**src/rtl/pmsb_pkg.sv**
```systemverilog
package pmsb_pkg;

    localparam int SRC_EXT  = 0;
    localparam int SRC_URX  = 1;
    localparam int SRC_UTX  = 2;
    localparam int SRC_SPIW = 3;
    localparam int SRC_SPSS = 4;
    localparam int SRC_CAN  = 5;
    localparam int SRC_DBG  = 6;
    localparam int SRC_N    = 7;

    typedef enum logic [1:0] {
        UMODE_SYNC   = 2'd0,
        UMODE_ASYNC8 = 2'd1,
        UMODE_ASYNCA = 2'd2,
        UMODE_ASYNCB = 2'd3
    } uart_mode_e;

    typedef struct packed {
        logic pm_en;
        logic sb_en;
    } ctl_state_t;

    typedef struct packed {
        logic s1;
        logic s2;
        logic prev;
    } rx_sync_t;

endpackage

```
**src/rtl/pmsb_rx_fall.sv**
```systemverilog
module pmsb_rx_fall
    import pmsb_pkg::*;
(
    input  logic clk,
    input  logic rst_n,
    input  logic rxd_async,
    output logic fall
);

    rx_sync_t st_d, st_q;

    always_comb begin
        st_d      = st_q;
        st_d.s1   = rxd_async;
        st_d.s2   = st_q.s1;
        st_d.prev = st_q.s2;
    end

    always_ff @(posedge clk or negedge rst_n) begin
        if (!rst_n) st_q <= '{s1: 1'b1, s2: 1'b1, prev: 1'b1};
        else        st_q <= st_d;
    end

    assign fall = st_q.prev & ~st_q.s2;


    fall_single_chk: assert property (@(posedge clk) disable iff (!rst_n)
        fall |=> !fall);

endmodule

```
**src/rtl/pmsb_src_qual.sv**
```systemverilog
module pmsb_src_qual
    import pmsb_pkg::*;
#(
    parameter int N_EXT = 8
) (
    input  logic [N_EXT-1:0] ext_irq_pend,
    input  logic [N_EXT-1:0] ext_irq_en,
    input  logic [1:0]       uart_mode,
    input  logic             uart_rx_en,
    input  logic             rx_fall,
    input  logic             uart_tx_en,
    input  logic             uart_tx_wr,
    input  logic             spi_master,
    input  logic             spi_tx_en,
    input  logic             spi_data_wr,
    input  logic             spi_ss_n,
    input  logic             can_rx_act,
    input  logic             can_irq_en,
    input  logic             dbg_enter,
    output logic [SRC_N-1:0] src_vec,
    output logic             src_any
);

    logic [N_EXT-1:0] ext_hit;
    logic             uart_async;

    genvar gi;
    generate
        for (gi = 0; gi < N_EXT; gi++) begin : g_ext
            assign ext_hit[gi] = ext_irq_pend[gi] & ext_irq_en[gi];
        end
    endgenerate

    always_comb begin
        uart_async         = (uart_mode != UMODE_SYNC);
        src_vec            = '0;
        src_vec[SRC_EXT]   = |ext_hit;
        src_vec[SRC_URX]   = rx_fall & uart_rx_en & uart_async;
        src_vec[SRC_UTX]   = uart_tx_wr & uart_tx_en;
        src_vec[SRC_SPIW]  = spi_data_wr & spi_master & spi_tx_en;
        src_vec[SRC_SPSS]  = ~spi_ss_n & ~spi_master;
        src_vec[SRC_CAN]   = can_rx_act & can_irq_en;
        src_vec[SRC_DBG]   = dbg_enter;
        src_any            = |src_vec;
    end

endmodule

```
**src/rtl/pm_switchback_ctrl.sv**
```systemverilog
module pm_switchback_ctrl
    import pmsb_pkg::*;
#(
    parameter int               N_EXT       = 8,
    parameter int               DIV_W       = 3,
    parameter logic [DIV_W-1:0] PM_DIV_CODE = 3'd4
) (
    input  logic             clk,
    input  logic             rst_n,
    input  logic             pm_wr,
    input  logic             pm_wdata,
    input  logic             sb_wr,
    input  logic             sb_wdata,
    input  logic [N_EXT-1:0] ext_irq_pend,
    input  logic [N_EXT-1:0] ext_irq_en,
    input  logic [1:0]       uart_mode,
    input  logic             uart_rx_en,
    input  logic             uart_rxd,
    input  logic             uart_tx_en,
    input  logic             uart_tx_wr,
    input  logic             spi_master,
    input  logic             spi_tx_en,
    input  logic             spi_data_wr,
    input  logic             spi_ss_n,
    input  logic             can_rx_act,
    input  logic             can_irq_en,
    input  logic             dbg_enter,
    output logic             pm_en,
    output logic             sb_en,
    output logic [DIV_W-1:0] clk_div_sel
);

    ctl_state_t       st_d, st_q;
    logic             rx_fall;
    logic [SRC_N-1:0] src_vec;
    logic             src_any;
    logic             force_full;

    pmsb_rx_fall u_rx_fall (
        .clk       (clk),
        .rst_n     (rst_n),
        .rxd_async (uart_rxd),
        .fall      (rx_fall)
    );

    pmsb_src_qual #(.N_EXT(N_EXT)) u_qual (
        .ext_irq_pend (ext_irq_pend),
        .ext_irq_en   (ext_irq_en),
        .uart_mode    (uart_mode),
        .uart_rx_en   (uart_rx_en),
        .rx_fall      (rx_fall),
        .uart_tx_en   (uart_tx_en),
        .uart_tx_wr   (uart_tx_wr),
        .spi_master   (spi_master),
        .spi_tx_en    (spi_tx_en),
        .spi_data_wr  (spi_data_wr),
        .spi_ss_n     (spi_ss_n),
        .can_rx_act   (can_rx_act),
        .can_irq_en   (can_irq_en),
        .dbg_enter    (dbg_enter),
        .src_vec      (src_vec),
        .src_any      (src_any)
    );

    always_comb begin
        st_d       = st_q;
        force_full = st_q.sb_en & src_any;
        if (sb_wr) st_d.sb_en = sb_wdata;
        if (pm_wr && !pm_wdata)        st_d.pm_en = 1'b0;
        else if (pm_wr && !force_full) st_d.pm_en = 1'b1;
        if (force_full)                st_d.pm_en = 1'b0;
    end

    always_ff @(posedge clk or negedge rst_n) begin
        if (!rst_n) st_q <= '0;
        else        st_q <= st_d;
    end

    assign pm_en       = st_q.pm_en;
    assign sb_en       = st_q.sb_en;
    assign clk_div_sel = st_q.pm_en ? PM_DIV_CODE : '0;


    pm_rise_by_write_chk: assert property (@(posedge clk) disable iff (!rst_n)
        $rose(pm_en) |-> $past(pm_wr && pm_wdata));


    pm_clear_write_chk: assert property (@(posedge clk) disable iff (!rst_n)
        (pm_wr && !pm_wdata) |=> !pm_en);


    sb_off_hold_chk: assert property (@(posedge clk) disable iff (!rst_n)
        (!sb_en && !pm_wr) |=> $stable(pm_en));


    switchback_clear_chk: assert property (@(posedge clk) disable iff (!rst_n)
        (sb_en && (|src_vec)) |=> !pm_en);

endmodule

```
**config.mk**
```make
export PLATFORM = sky130hd
export DESIGN_NAME = pm_switchback_ctrl
export DESIGN_NICKNAME = d
export VERILOG_FILES = /design/src/rtl/pmsb_pkg.sv /design/src/rtl/pmsb_rx_fall.sv /design/src/rtl/pmsb_src_qual.sv /design/src/rtl/pm_switchback_ctrl.sv
export SDC_FILE = /design/constraint.sdc
export NUM_CORES = 1
export LEC_CHECK = 0
export ABC_CLOCK_PERIOD_IN_PS = 2700
export BUFFER_PORTS_ARGS = -buffer_cell sky130_fd_sc_hd__buf_2
export CAP_MARGIN = 20
export CORE_AREA = 5 5 42 44
export CTS_CLUSTER_SIZE = 14
export DETAILED_ROUTE_END_ITERATION = 7
export DIE_AREA = 0 0 47 49
export GPL_ROUTABILITY_DRIVEN = 0
export SYNTH_ARGS = -nofsm -noshare
export SYNTH_HDL_FRONTEND = slang
export SYNTH_SLANG_ARGS = --single-unit
```
**constraint.sdc**
```tcl
create_clock -name clk -period 2.7 [get_ports clk]
set_clock_uncertainty 0.05 [all_clocks]
set_input_delay 0 -clock clk [delete_from_list [all_inputs] [get_ports clk]]
set_output_delay 0 -clock clk [all_outputs]
set_load 0.02 [all_outputs]
```
# After elaboration in Yosys (flattened, before gate mapping)
# Cells that the tools add are included.
[word_totals] register_bits=5 inputBits=35 output_inout_bits=5 word_cells=36
[classes] bitwise_logic=20 muxes=4 reduce_logical=7
[op_table] cell="1-bit AND" n=17
[op_table] cell="14-bit OR reduction" n=1
[op_table] cell="1-bit 2-to-1 mux" n=3
[op_table] cell="3-bit 2-to-1 mux" n=1
[op_table] cell="1-bit NOT" n=3
[op_table] cell="3-bit nonzero test" n=1
[op_table] cell="1-bit logical AND" n=2
[op_table] cell="1-bit zero test" n=2
[op_table] cell="2-bit nonzero test" n=1

# Depth between registers and ports, before layout
# Gate-level depths: netlist of the first run.
[depth] depth_word=11 ltp_mapped=4 mapped_depth_nobuf=4

# By module
# From an unflattened synthesis of the first run, not the netlist that was laid out.
[unflattened] cells_unflattened=27 hier_area_um2=305.3
[by_module_without_submodules] mod="pm_switchback_ctrl" seq_area_each_um2=50.0 area_each_um2=106.4 cells_per_inst=9 n_inst=1
[by_module_without_submodules] mod="pmsb_src_qual" seq_area_each_um2=0.0 area_each_um2=106.4 cells_per_inst=14 n_inst=1
[by_module_without_submodules] mod="pmsb_rx_fall" seq_area_each_um2=78.8 area_each_um2=92.6 cells_per_inst=4 n_inst=1

# Worst setup path after synthesis of the first run
# Ideal clock, no wire load.
[synth_timing] kind="register to register" start="register u_rx_fall.st_q, in the netlist u_rx_fall.st_d[0]" end="register st_q, in the netlist pm_en" setup_ns=0.086 t_arrival_ns=0.873 path_stages_with_launch=5 required_ns=2.564 slack_ns=1.691 path_buffers=0 period_less_slack_ns=1.009 cell_sequence="dfstp_2 > inv_1 > o2111ai_2 > a41oi_1 > nor3_1"
[synth_between] elab_chain_len=9 word_cells_on_any_way=10 cone_classes="mux (1); bitwise (5); reduce/logical (4)"
[synth_rtl] element="from (decl)" line="pmsb_rx_fall.sv:10" rtl="rx_sync_t st_d, st_q;"
[synth_rtl] element="from (signal assigned)" line="pmsb_rx_fall.sv:20" rtl="if (!rst_n) st_q <= '{s1: 1'b1, s2: 1'b1, prev: 1'b1};"
[synth_rtl] element="from (signal assigned)" line="pmsb_rx_fall.sv:21" rtl="else st_q <= st_d;"
[synth_rtl] element="1-bit NOT *" line="pmsb_rx_fall.sv:24" rtl="assign fall = st_q.prev & ~st_q.s2;"
[synth_rtl] element="1-bit AND *" line="pmsb_rx_fall.sv:24"
[synth_rtl] element="1-bit AND * (2 in series)" line="pmsb_src_qual.sv:38" rtl="src_vec[SRC_URX] = rx_fall & uart_rx_en & uart_async;"
[synth_rtl] element="14-bit OR reduction *" line="pmsb_src_qual.sv:44" rtl="src_any = |src_vec;"
[synth_rtl] element="1-bit AND *" line="pm_switchback_ctrl.sv:67" rtl="force_full = st_q.sb_en & src_any;"
[synth_rtl] element="1-bit zero test" line="pm_switchback_ctrl.sv:70" rtl="else if (pm_wr && !force_full) st_d.pm_en = 1'b1;"
[synth_rtl] element="1-bit logical AND" line="pm_switchback_ctrl.sv:70"
[synth_rtl] element="3-bit nonzero test (no line)"
[synth_rtl] element="to (signal assigned)" line="pm_switchback_ctrl.sv:76" rtl="else st_q <= st_d;"
[synth_rtl] element="to (decl)" line="pm_switchback_ctrl.sv:33" rtl="ctl_state_t st_d, st_q;"
# Every way passes the cells marked *; elsewhere a longest branch is shown, timed or not.
# A chain may end at the register's enable or synchronous reset.

==> results of run 1 <==
[kinds of logic (layout without fill, tap and decap cells)]
family,count (synthesis),in the layout,synth area share [%]
mux,1,1,3.653
flops,5,5,47.03
other cells,1,2,1.369
compound gates,10,10,30.59
buf+inv,5,47,10.96
simple gates,4,4,6.387
[worst min-delay path by stage]
| stage | startpoint | slack (ns) | to |
|---|---|---|---|
| global route | pm_wdata | 0.06 | pm_en |
| floorplan | rst_n | -0.35 | pm_en |
| global placement | rst_n | -0.23 | sb_en |
| CTS | pm_wdata | 0.04 | pm_en |
| finish | pm_wdata | 0.04 | pm_en |
| detailed placement | rst_n | -0.23 | sb_en |
[worst max-delay path: stages (launching register included)]
cell and delay, ns:
sky130_fd_sc_hd__dfrtp_1 0.37, sky130_fd_sc_hd__inv_1 0.09, sky130_fd_sc_hd__o21ai_0 0.09, sky130_fd_sc_hd__dlygate4sd3_1 0.56
[stage by stage]
stage / setup WS (ns) / hold slack (ns) / util, % / area, µm² / std cells
2_1_floorplan: 1.691 / -0.3456 / - / 277.8 / 27
3_3_place_gp: 1.675 / -0.2333 / 32.86 / 460.4 / 77
3_5_place_dp: 1.643 / -0.2290 / 32.86 / 460.4 / 77
4_1_cts: 1.440 / 0.04176 / 37.59 / 526.8 / 85
5_1_grt: 1.362 / 0.06091 / 37.59 / 526.8 / 85
6_report: 1.430 / 0.04151 / 37.59 / 526.8 / 85
[routing by layer]
| metal | track usage, % | vias to the layer above | wire [µm] |
|---|---|---|---|
| met5 | 0 | - | 0 |
| met4 | 4.147 | 0 | 0 |
| met3 | 6.273 | 0 | 135 |
| met2 | 10.86 | 20 | 459 |
| met1 | 8.036 | 149 | 281 |
| li1 | - | 178 | - |
[timing repair]
item                                   CTS  global route
endpoints found under the hold margin    7             0
gates resized for setup                  0             0
hold buffers                             4             0
[final cells by class]
cell class,instances,share of cell area [%]
repair buffers,41,42.76
flip-flops and latches,5,24.47
multi-input cells,17,22.57
clock buffers,4,4.988
well taps,16,3.800
inverters,2,1.425
[flip-flops by register name (all words and copies together), names as in the netlist]
name            count
u_rx_fall.st_d      2
u_rx_fall.st_q      1
sb_en               1
pm_en               1
[cells in the final DEF (no fill, tap or decap), drive strengths merged]
master | Yosys | final
a21oi | 2 | 2
a221oi | 1 | 1
a22o | 1 | 1
a22oi | 2 | 2
a31oi | 1 | 1
a41oi | 1 | 1
buf | 3 | 37
clkbuf | 0 | 4
conb | 1 | 2
dfrtp | 2 | 2
dfstp | 3 | 3
dlygate4sd3 | 0 | 4
inv | 2 | 2
mux2i | 1 | 1
nand2 | 1 | 1
nand3 | 1 | 1
nor2 | 1 | 1
nor3 | 1 | 1
o2111ai | 1 | 1
o21ai | 1 | 1
[power by group through the flow]
stage                     Sequential (mW)  Clock [mW]  Combinational [mW]
after global routing               0.0846       0.101              0.0616
after CTS                          0.0839      0.0937              0.0570
after floorplan                    0.0882           0              0.0201
after global placement             0.0849           0              0.0509
after detailed placement           0.0849           0              0.0517
final                              0.0839      0.0876              0.0561
==> out/qor.json, run 1 <==
{
  "number_of_inserted_filler_cells_in_the_final_layout": {"value": 153},
  "die_height": {"value": 49, "unit": "µm"},
  "power.density_cell_area": {"value": 432.2, "unit": "nW/µm²"},
  "post-route-min-period": {"value": 1.270, "unit": "ns"},
  "setup.worst_path.end": {"value": "sb_en"},
  "numCtsBuffers": {"value": 3},
  "async_reset_ff_share": {"value": 100.0, "unit": "%"},
  "synth_sequential_area_ratio": {"value": 47.03, "unit": "%"},
  "pwr-share-clk": {"value": 38.5, "unit": "%"},
  "r2r_end": {"value": "sb_en"},
  "core.rowCount": {"value": 14},
  "crit_start": {"value": "sb_en"},
  "share_seq_of_total_power": {"value": 36.8, "unit": "%"},
  "drt-total-wl": {"value": 875, "unit": "µm"},
  "synth.cells.most_frequent": {"value": "3 x sky130_fd_sc_hd__buf_4, 3 x sky130_fd_sc_hd__dfstp_2"},
  "final-setup-viol-count": {"value": 0},
  "power.leakage": {"value": 0.2870, "unit": "nW"},
  "clock.fmax": {"value": 787.5, "unit": "MHz"},
  "synth_top_area_share": {"value": 28.77, "unit": "%"},
  "post_cts.repair.setup_buffers": {"value": 0},
  "vias_per_inst": {"value": 4.082},
  "floorplan.initialDensity": {"value": 19.55, "unit": "%"},
  "hold-path-cell-count": {"value": 3},
  "yosys_warning_total": {"value": 0},
  "via_count_of_the_first_global_routing_pass": {"value": 324},
  "place.detailed.hpwl": {"value": 762.7, "unit": "µm"},
  "setup.worst_path.start_class": {"value": "flop"},
  "clock_sinks": {"value": 5},
  "port_bufs": {"value": 37},
  "grt_usage": {"value": 7.785, "unit": "%"},
  "area_growth_syn_to_layout": {"value": 92.24, "unit": "%"},
  "comb_power_share": {"value": 24.7, "unit": "%"},
  "type_of_the_worst_setup_path": {"value": "flop to flop"},
  "timing.setup.tns": {"value": 0, "unit": "ns"},
  "grt_antenna_before_repair": {"value": 0},
  "core": {"value": 1401, "unit": "µm²"},
  "drc": {"value": 0},
  "cts_max_level": {"value": 1},
  "firstDrtPassIters": {"value": 3},
  "multi_input_gate_area_in_the_final_layout": {"value": 118.9, "unit": "µm²"},
  "final_max_slew_viol_count": {"value": 0},
  "hold_viol": {"value": 0},
  "grt_pass1_wl": {"value": 1.248, "unit": "mm"},
  "power.internal": {"value": 169.6, "unit": "µW"},
  "path_max_fanout": {"value": 3},
  "clock_latency": {"value": 0.24, "unit": "ns"},
  "dieWidth": {"value": 47, "unit": "µm"},
  "synth_edf_count": {"value": 0},
  "postSynthCellCount": {"value": 26},
  "die-area": {"value": 2303, "unit": "µm²"},
  "vdd_drop_max": {"value": 0.0002102, "unit": "V"},
  "synth_flop_cell": {"value": "sky130_fd_sc_hd__dfstp_2"},
  "num_vias": {"value": 347},
  "unrepaired_setup_endpoints_after_global_routing": {"value": "no"},
  "design.portCount": {"value": 40},
  "drt_iter0_markers": {"value": 3},
  "ys_types": {"value": 18},
  "switchingPower": {"value": 58.10, "unit": "µW"},
  "detail-route-antenna-nets": {"value": 0},
  "grt.overflow.total": {"value": 0},
  "synthTopCellsByArea": {"value": "sky130_fd_sc_hd__dfstp_2 29%, sky130_fd_sc_hd__dfrtp_1 18%, sky130_fd_sc_hd__buf_4 8.2%, sky130_fd_sc_hd__a221oi_2 5.5%, sky130_fd_sc_hd__a22oi_1 5.5%"},
  "cts_buffer_depth": {"value": 2},
  "syn_avg_cell_area": {"value": 10.54, "unit": "µm²"},
  "overall_power_of_the_completed_layout": {"value": 227.7, "unit": "µW"},
  "insertedDiodeCount": {"value": 0},
  "holdCritPathClass": {"value": "input port to flop"},
  "timing.critical_path.to_type": {"value": "flop"},
  "maxCapViolCount": {"value": 0},
  "critical_path_required": {"value": 2.77, "unit": "ns"},
  "finish.net_count": {"value": 105},
  "clockRootBuffer": {"value": "sky130_fd_sc_hd__clkbuf_4"},
  "fin_crit_sh": {"value": 47.03, "unit": "%"},
  "post_synthesis_cell_area": {"value": 274.0, "unit": "µm²"},
  "reg2reg_from": {"value": "sb_en"},
  "wl_per_cell": {"value": 10.29, "unit": "µm"},
  "proportion_of_layout_cells_with_a_drive_suffix_above_1": {"value": 65.22, "unit": "%"},
  "synth_top_cell_by_area": {"value": "sky130_fd_sc_hd__dfstp_2"},
  "r2r.worst_path.cells": {"value": 3},
  "sw_frac_of_total": {"value": 25.52, "unit": "%"},
  "clkSlewWorstSetupHoldPaths": {"value": 0.04, "unit": "ns"},
  "yosys_reg_bits": {"value": 5},
  "pin_count_of_the_biggest_net_entering_global_routing": {"value": 6},
  "cts_tree": {"value": "built"},
  "sequential_standard_cell_area": {"value": 128.9, "unit": "µm²"},
  "setup.reg_to_reg.worst_slack": {"value": 1.43, "unit": "ns"},
  "crit_arrival": {"value": 1.34, "unit": "ns"},
  "run_status": {"value": "finished clean"}
}
Note: power is estimated with default switching activity, not from simulation.
==> inputs of run 2 (changes only) <==
--- a/config.mk
+++ b/config.mk
@@ -5,7 +5,7 @@
 export SDC_FILE = /design/constraint.sdc
 export NUM_CORES = 1
 export LEC_CHECK = 0
-export ABC_CLOCK_PERIOD_IN_PS = 2700
+export ABC_CLOCK_PERIOD_IN_PS = 1300
 export BUFFER_PORTS_ARGS = -buffer_cell sky130_fd_sc_hd__buf_2
 export CAP_MARGIN = 20
 export CORE_AREA = 5 5 42 44
==> constraint.sdc (replaced) <==
create_clock -name clk -period 1.3 [get_ports clk]
set_clock_uncertainty 0.05 [all_clocks]
set_input_delay 0 -clock clk [delete_from_list [all_inputs] [get_ports clk]]
set_output_delay 0 -clock clk [all_outputs]
set_load 0.02 [all_outputs]
==> out/qor.json, run 2 (synthesis results as in run 1) <==
{
  "reg2reg_from": {"value": "sb_en"},
  "detail-route-antenna-nets": {"value": 0},
  "clock_sinks": {"value": 5},
  "final_max_slew_viol_count": {"value": 0},
  "finish.net_count": {"value": 106},
  "drt-total-wl": {"value": 876, "unit": "µm"},
  "power.leakage": {"value": 0.2909, "unit": "nW"},
  "setup.reg_to_reg.worst_slack": {"value": 0.07, "unit": "ns"},
  "clock_latency": {"value": 0.25, "unit": "ns"},
  "critical_path_required": {"value": 1.37, "unit": "ns"},
  "insertedDiodeCount": {"value": 0},
  "clkSlewWorstSetupHoldPaths": {"value": 0.04, "unit": "ns"},
  "setup.worst_path.start_class": {"value": "input port"},
  "unrepaired_setup_endpoints_after_global_routing": {"value": "no"},
  "clock.fmax": {"value": 796.2, "unit": "MHz"},
  "fin_cells": {"value": 86},
  "grt_pass1_wl": {"value": 1.248, "unit": "mm"},
  "type_of_the_worst_setup_path": {"value": "input port to flop"},
  "wl_per_cell": {"value": 10.19, "unit": "µm"},
  "r2r.worst_path.cells": {"value": 3},
  "pin_count_of_the_biggest_net_entering_global_routing": {"value": 6},
  "timing.critical_path.to_type": {"value": "flop"},
  "design.portCount": {"value": 40},
  "final_util": {"value": 38.13, "unit": "%"},
  "port_bufs": {"value": 37},
  "max_ffs_per_register": {"value": 2},
  "setup.worst_path.end": {"value": "sb_en"},
  "firstDrtPassIters": {"value": 2},
  "via_count_of_the_first_global_routing_pass": {"value": 324},
  "place.detailed.instances": {"value": 77},
  "clockRootBuffer": {"value": "sky130_fd_sc_hd__clkbuf_4"},
  "holdCritPathClass": {"value": "input port to async pin"},
  "maxCapViolCount": {"value": 0},
  "die_height": {"value": 49, "unit": "µm"},
  "most-common-layout-cells": {"value": "37 x sky130_fd_sc_hd__buf_2, 4 x sky130_fd_sc_hd__dlygate4sd3_1, 3 x sky130_fd_sc_hd__clkbuf_4, 3 x sky130_fd_sc_hd__dfstp_2"},
  "core.rowCount": {"value": 14},
  "core": {"value": 1401, "unit": "µm²"},
  "num_vias": {"value": 351},
  "r2r_end": {"value": "sb_en"},
  "vias_per_inst": {"value": 4.081},
  "proportion_of_layout_cells_with_a_drive_suffix_above_1": {"value": 67.14, "unit": "%"},
  "vdd_drop_max": {"value": 0.0004505, "unit": "V"},
  "fin_crit_sh": {"value": 96.61, "unit": "%"},
  "place.detailed.hpwl": {"value": 762.7, "unit": "µm"},
  "run_status": {"value": "finished clean"},
  "hold_viol": {"value": 0},
  "cts_max_level": {"value": 1},
  "power.density_cell_area": {"value": 894.9, "unit": "nW/µm²"},
  "mostFrequentLayoutCell": {"value": "sky130_fd_sc_hd__buf_2"},
  "grt_antenna_before_repair": {"value": 0},
  "drt_iter0_markers": {"value": 3},
  "drc": {"value": 0},
  "die-area": {"value": 2303, "unit": "µm²"},
  "dieWidth": {"value": 47, "unit": "µm"},
  "floorplan.initialDensity": {"value": 19.55, "unit": "%"},
  "grt_usage": {"value": 7.785, "unit": "%"},
  "post-route-min-period": {"value": 1.256, "unit": "ns"},
  "final-setup-viol-count": {"value": 0},
  "numCtsBuffers": {"value": 3},
  "grt.overflow.total": {"value": 0},
  "path_max_fanout": {"value": 2},
  "cts_tree": {"value": "built"},
  "crit_arrival": {"value": 1.33, "unit": "ns"},
  "crit_start": {"value": "sb_wr"},
  "timing.setup.tns": {"value": 0, "unit": "ns"},
  "cts_buffer_depth": {"value": 2},
  "area_growth_syn_to_layout": {"value": 94.98, "unit": "%"}
}
## run 2: per-layer routing
| metal | global-route usage (%) | up-vias | part of all wire (%) |
|---|---|---|---|
| met3 | 6.273 | 0 | 15 |
| met2 | 10.86 | 20 | 52 |
| met5 | 0 | - | 0 |
| met4 | 4.147 | 0 | 0 |
| met1 | 8.036 | 150 | 32 |
| li1 | - | 181 | - |
## run 2: final cells by class
cell class              count  area [µm²]
repair buffers             42       232.7
clock buffers               4       26.28
inverters                   2       7.507
multi-input cells          17       118.9
well taps                  16       20.02
flip-flops and latches      5       128.9
fillers                   152       867.1
## run 2: critical path, stage by stage
cell and delay, ns:
sky130_fd_sc_hd__dlygate4sd3_1 0.53, sky130_fd_sc_hd__buf_2 0.12, sky130_fd_sc_hd__nand2_1 0.05, sky130_fd_sc_hd__o21ai_0 0.07, sky130_fd_sc_hd__dlygate4sd3_1 0.56
## run 2: power breakdown
| group | internal (mW) | switching (mW) |
|---|---|---|
| combinational | 0.0695 | 0.0512 |
| sequential | 0.170 | 0.00474 |
| clock | 0.116 | 0.0665 |
## run 2: repair_timing
item | in CTS | in global routing
setup buffers | 0 | 1
hold endpoints to repair | 7 | 0
hold buffers | 4 | 0
gates resized for setup | 0 | 1
setup endpoints to repair | 0 | 1
## run 2: stage by stage
stage	cell area (µm²)	power, mW	hold WS, ns	setup slack, ns
floorplan	277.8	0.2250	-0.3456	0.2907
global placement	460.4	0.2820	-0.2333	0.2748
detailed placement	460.4	0.2836	-0.2290	0.2426
CTS	526.8	0.4872	0.04176	0.04046
global route	534.3	0.5172	0.06091	0.008710
finish	534.3	0.4781	0.04108	0.04409
## run 2: worst min path at each step
stage / startpoint / endpoint / slack [ns] / cells after the start
floorplan: rst_n / pm_en / -0.35 / 0
detailed placement: rst_n / sb_en / -0.23 / 1
global placement: rst_n / sb_en / -0.23 / 1
global route: pm_wdata / pm_en / 0.06 / 3
finish: rst_n / pm_en / 0.04 / 2
CTS: pm_wdata / pm_en / 0.04 / 3
